<file path="config.mk">
export PLATFORM = sky130hd
export DESIGN_NAME = dual_dac_loader
export DESIGN_NICKNAME = d
export VERILOG_FILES = /design/src/rtl/dual_dac_loader.sv
export SDC_FILE = /design/constraint.sdc
export NUM_CORES = 1
export LEC_CHECK = 0
export ABC_AREA = 0
export BUFFER_PORTS_ARGS = -buffer_cell sky130_fd_sc_hd__buf_2
export CAP_MARGIN = 10
export CORE_ASPECT_RATIO = 1.25
export CORE_UTILIZATION = 45
export DETAILED_ROUTE_END_ITERATION = 10
export HOLD_SLACK_MARGIN = 0.15
export PLACE_DENSITY = 0.66
export RECOVER_POWER = 50
export SLEW_MARGIN = 20
export SYNTH_ARGS = -nofsm -noshare
export SYNTH_HDL_FRONTEND = slang
export SYNTH_SLANG_ARGS = --single-unit
</file>
<file path="constraint.sdc">
create_clock -name clk -period 2.4 [get_ports clk]
set_input_delay 0.48 -clock clk [delete_from_list [all_inputs] [get_ports clk]]
set_output_delay 0.48 -clock clk [all_outputs]
set_load 0.01 [all_outputs]
</file>
<file path="src/rtl/dual_dac_loader.sv">
module dual_dac_loader #(
  parameter int BUS_W = 8,
  parameter int HI_W  = 4
) (
  input  logic                  clk,
  input  logic                  clr_n,
  input  logic                  cs_n,
  input  logic                  wr_n,
  input  logic                  upd_n,
  input  logic [1:0]            addr,
  input  logic [BUS_W-1:0]      din,
  output logic [BUS_W+HI_W-1:0] code_a,
  output logic [BUS_W+HI_W-1:0] code_b
);
  localparam int CW = BUS_W + HI_W;

  logic             clr_q, cs_q, wr_q, upd_q;
  logic [1:0]       addr_q;
  logic [BUS_W-1:0] din_q;
  logic             armed;

  always_ff @(posedge clk) begin
    clr_q  <= clr_n;
    cs_q   <= cs_n;
    wr_q   <= wr_n;
    upd_q  <= upd_n;
    addr_q <= addr;
    din_q  <= din;
    if (!clr_q) armed <= 1'b1;
  end

  logic ld, upd;
  assign ld  = clr_q && !cs_q && !wr_q;
  assign upd = clr_q && !upd_q;

  logic [CW-1:0] in_q  [2];
  logic [CW-1:0] in_nx [2];
  logic [CW-1:0] dac_q [2];

  for (genvar ch = 0; ch < 2; ch++) begin : g_ch
    logic sel_lo, sel_hi;
    assign sel_lo = ld && (addr_q == {ch[0], 1'b0});
    assign sel_hi = ld && (addr_q == {ch[0], 1'b1});
    assign in_nx[ch] = {sel_hi ? din_q[HI_W-1:0] : in_q[ch][CW-1:BUS_W],
                        sel_lo ? din_q           : in_q[ch][BUS_W-1:0]};

    always_ff @(posedge clk) begin
      if (!clr_q) begin
        in_q[ch]  <= '0;
        dac_q[ch] <= '0;
      end else begin
        in_q[ch] <= in_nx[ch];
        if (upd) dac_q[ch] <= in_nx[ch];
      end
    end
  end

  assign code_a = dac_q[0];
  assign code_b = dac_q[1];

  a_r1_clear_zeroes: assert property (@(posedge clk) disable iff (!armed)
    !clr_q |=> (code_a == '0 && code_b == '0 && in_q[0] == '0 && in_q[1] == '0));

  a_r7_hold_without_update: assert property (@(posedge clk) disable iff (!armed)
    (clr_q && upd_q) |=> ($stable(code_a) && $stable(code_b)));

  a_r6_joint_update: assert property (@(posedge clk) disable iff (!armed)
    (clr_q && !upd_q && (cs_q || wr_q)) |=>
      (code_a == $past(in_q[0]) && code_b == $past(in_q[1])));

  a_r3_high_nibble_only: assert property (@(posedge clk) disable iff (!armed)
    (clr_q && !cs_q && !wr_q && addr_q == 2'd1) |=>
      (in_q[0][CW-1:BUS_W] == $past(din_q[HI_W-1:0]) &&
       in_q[0][BUS_W-1:0] == $past(in_q[0][BUS_W-1:0])));

  a_r8_transparent_low: assert property (@(posedge clk) disable iff (!armed)
    (clr_q && !cs_q && !wr_q && !upd_q && addr_q == 2'd0) |=>
      (code_a[BUS_W-1:0] == $past(din_q) && code_b == $past(in_q[1])));

  a_r4_no_strobe_no_write: assert property (@(posedge clk) disable iff (!armed)
    (clr_q && (cs_q || wr_q)) |=> ($stable(in_q[0]) && $stable(in_q[1])));
endmodule

</file>
# Word-level counts from Yosys, hierarchy flattened
# Memory sizes are Yosys's and may differ from the RTL's.
# Index checks and enable logic that the tools add are counted.
# Widths: inputs -> output; s select.
totals:
  elab_cells: 39
  regBits: 14
  memories: 2
  latchBits: 0
  input_bits: 15
  ramBits: 48
  romBits: 0
classes:
  bitwise: 4
  muxes: 13
  multipliers: 0
  magnitude_cmp: 0
  shift: 0
  reduce_logical: 11
  div: 0
  n_addsub: 0
  eq_ne: 3
memory_table:
  columns: ["name", "words", "width", "read_ports", "rd_ports_with_merged_regs", "write_ports", "line_no", "rtl"]
  rows:
  - ["dac_q", 2, 12, 2, 0, 2, "38", "logic [CW-1:0] dac_q [2];"]
  - ["in_q", 2, 12, 2, 0, 2, "36", "logic [CW-1:0] in_q [2];"]
ops:
  columns: ["cell", "n"]
  rows:
  - ["$mux 12", 4]
  - ["$mux 8", 2]
  - ["$mux 4", 2]
  - ["$logic_and 1x1->1", 7]
  - ["$mux 1", 5]
  - ["$eq 2x2->1 const B", 2]
  - ["$or 1x1->1", 4]
  - ["$logic_not 1->1", 3]
  - ["$eq 2x1->1 const B", 1]
  - ["$logic_not 2->1", 1]

# Depth between registers and ports, before layout
logic_depth:
  word_depth: 6
  mapped_depth: 5
  mapped_depth_nobuf: 3

# Least setup slack after synthesis
# No wires, ideal clock.
synth_path:
  kind: "register -> register"
  start: "register clr_q"
  end: "memory dac_q[0][0] in the netlist's numbering (enable)"
  path_buffers: 2
  setup_ns: 0.425
  path_stages_with_launch: 4
  t_required_ns: 1.975
  arrival_time_ns: 1.157
  slack_ns: 0.818
  path_cell_list: "dfxtp_1 -> buf_4 -> clkbuf_1 -> nand2_1"
synth_lines:
  columns: ["item", "line_no", "rtl"]
  rows:
  - ["start: declaration", "17", "logic clr_q, cs_q, wr_q, upd_q;"]
  - ["start signal: assignment", "23", "clr_q <= clr_n;"]
  - ["end: declaration", "38", null]

==> out/metrics.csv <==
metric,value,unit
status,"finished, final reports clean",
ys_seq_area_share,64.8,%
nNetsFinal,252,
via_per_inst,5.36,
reg2reg_slack,440,ps
drt-initial-drc-count,64,
cts-resized-gates,0,
cts_hold_buffers,0,
worstMarginPinSlew,746,ps
r2r-end,dac_q[1][7],
port_buffers,38,
startpoint_type,flop,
drive_above_1_share,17.8,%
clk_latency,330,ps
htree_levels,3,
use_met3,6.39,%
fmax,0.511,GHz
holdPathStages,1,
track_usage,18.5,%
min_from,din[4],
grt_busiest_layer,met2,
finClkSkew,6.18,ps
use_met1,23.7,%
diodes,0,
yosysUniqueCellTypes,26,
holdPathEnd,din_q[4],
crit_arrival,2130,ps
root_buffer,clkbuf_8,
rsz0062_at_grt,false,
avgSynthCellArea,11.7,sq um
max-slew-margin-rel,50.2,%
die_x,65.8,um
numCtsBuffers,9,
synthCells,195,
peakVddDrop,0.000505,V
pre_cts_ws,616,ps
ys_ff_latch,62,
hold_path.class,in2reg,
drc_errors,0,
cts_tree,built,
vias,1620,
ios,39,
row_count,28,
rr_startpoint,clr_q,
die-area,5370,sq um
path_max_fanout,12,
dpl.hpwl,2.78,mm
worstSetupStartpoint,clr_q,
final_max_slew_viol_count,0,
tns,0,ps
post-cts-setup-buffers,0,
finalHoldViolCount,0,
crit_type,reg2reg,
grt_start_max_net_pins,26,
timing.final.crit_share,81.5,%
end_kind,flop,
start_util,47.6,%
gp_congestion,0.761,
antenna_found_initial,0,
grt_pass1_vias,1466,
ys_warn_count,0,
cp.required,2570,ps
synth_nets,210,
clkTransAtPathRegs,70,ps
grt_util_met2,27.7,%
ant_nets,0,
die_h,81.7,um
setup_violations,0,
layout_setup_ws,445,ps
core,4800,sq um
grt_pass1_wl,7.04,mm
netlist_area,2290,sq um
period_needed,1960,ps
syn_to_final_growth,17.2,%
cap_violations,0,
p_leak,0.955,nW
firstDrtPassIters,4,
clockBufferDepth,2,
rr_worst_depth,4,
power_density,833,nW/um^2
routed_wirelength,4.43,mm
cts.sinks,62,
wire_per_inst,14.7,um
post-route-util,55.8,%
overflow,0,
==> layout make-up <==
| class | count | area [sq um] |
|---|---|---|
| fillers | 447 | 2120 |
| flip-flops and latches | 62 | 1480 |
| multi-input cells | 118 | 694 |
| repair buffers | 45 | 209 |
| clock buffers | 12 | 145 |
| well taps | 60 | 75.1 |
| clock inverters | 4 | 70.1 |
| inverters | 1 | 3.75 |
==> cells by family after synthesis <==
| logic type | count (synthesis) | synth area share (%) |
|---|---|---|
| compound gates | 64 | 17.9 |
| buf+inv | 15 | 3.34 |
| flops | 62 | 64.8 |
| mux | 4 | 1.75 |
| simple gates | 50 | 12.2 |
==> worst max path at each step <==
| stage | cells after the start | end |
|---|---|---|
| after floorplan | 3 | dac_q[0][0] |
| after global placement | 3 | dac_q[0][5] |
| after detailed placement | 3 | dac_q[0][11] |
| after CTS | 3 | dac_q[0][5] |
| after global routing | 4 | dac_q[0][8] |
| final | 4 | dac_q[1][7] |
==> state kept, by name, indices dropped and copies added, names as in the netlist <==
name and flops:
in_q 24, cs_q 1, wr_q 1, addr_q 2, upd_q 1, dac_q 24
clr_q 1, din_q 8
==> placed cells by master (no fill, tap or decap), types with 10 or more instances in the layout <==
master / n
edfxtp_1: 24
a21oi_1: 16
clkbuf_1: 27
nand3_1: 24
clkbuf_8: 10
o21ai_0: 22
dfxtp_1: 38
a21boi_0: 10
nand2_1: 18
buf_2: 14
==> worst max-delay path: stages (launching register included) <==
cell and delay, ps:
dfxtp_1 500, clkbuf_1 430, and4bb_2 520, nand3_1 160, a21oi_1 180
==> layer usage <==
layer	up-vias	part of all wire (%)	routed length [um]
li1	794	-	-
met1	768	46	2030
met2	49	47	2070
met3	9	6.0	266
met4	0	1.7	74
met5	-	0	0
==> stage by stage <==
stage | cell area, sq um | instances | hold WS, ps | power, W
3_5_place_dp | 2530 | 286 | 456 | 0.00129
2_1_floorplan | 2290 | 195 | 443 | 0.00124
4_1_cts | 2750 | 302 | 223 | 0.00227
3_3_place_gp | 2530 | 286 | 448 | 0.00128
6_report | 2680 | 302 | 246 | 0.00223
5_1_grt | 2680 | 302 | 226 | 0.00231
==> cells in the mapped netlist <==
cell type	number	area, sq um
buf_6	1	11.3
nor2_4	1	11.3
buf_2	1	5.00
buf_1	4	15.0
and4bb_2	1	12.5
nor2b_1	1	6.26
o21ai_2	5	43.8
edfxtp_1	24	721
o211ai_2	4	50.1
mux2i_1	4	40.0
a21boi_1	6	45.0
nand4bb_1	1	11.3
nand3_1	24	120
nor2_2	1	6.26
a21boi_0	10	75.1
dfxtp_1	38	761
or4b_4	1	13.8
buf_4	3	22.5
o21ai_1	4	20.0
a21oi_1	16	80.1
nand2_1	18	67.6
o21ai_0	19	95.1
nor4b_4	1	23.8
clkbuf_1	5	18.8
inv_1	1	3.75
nand2b_1	1	6.26
==> report_power, final <==
group | internal, W | switching [W] | total, W
combinational | 0.0000349 | 0.0000682 | 0.000103
clock | 0.000610 | 0.000368 | 0.000978
sequential | 0.00113 | 0.0000205 | 0.00115
total | 0.00177 | 0.000456 | 0.00223
No activity file was read; power rests on OpenSTA's default activity.
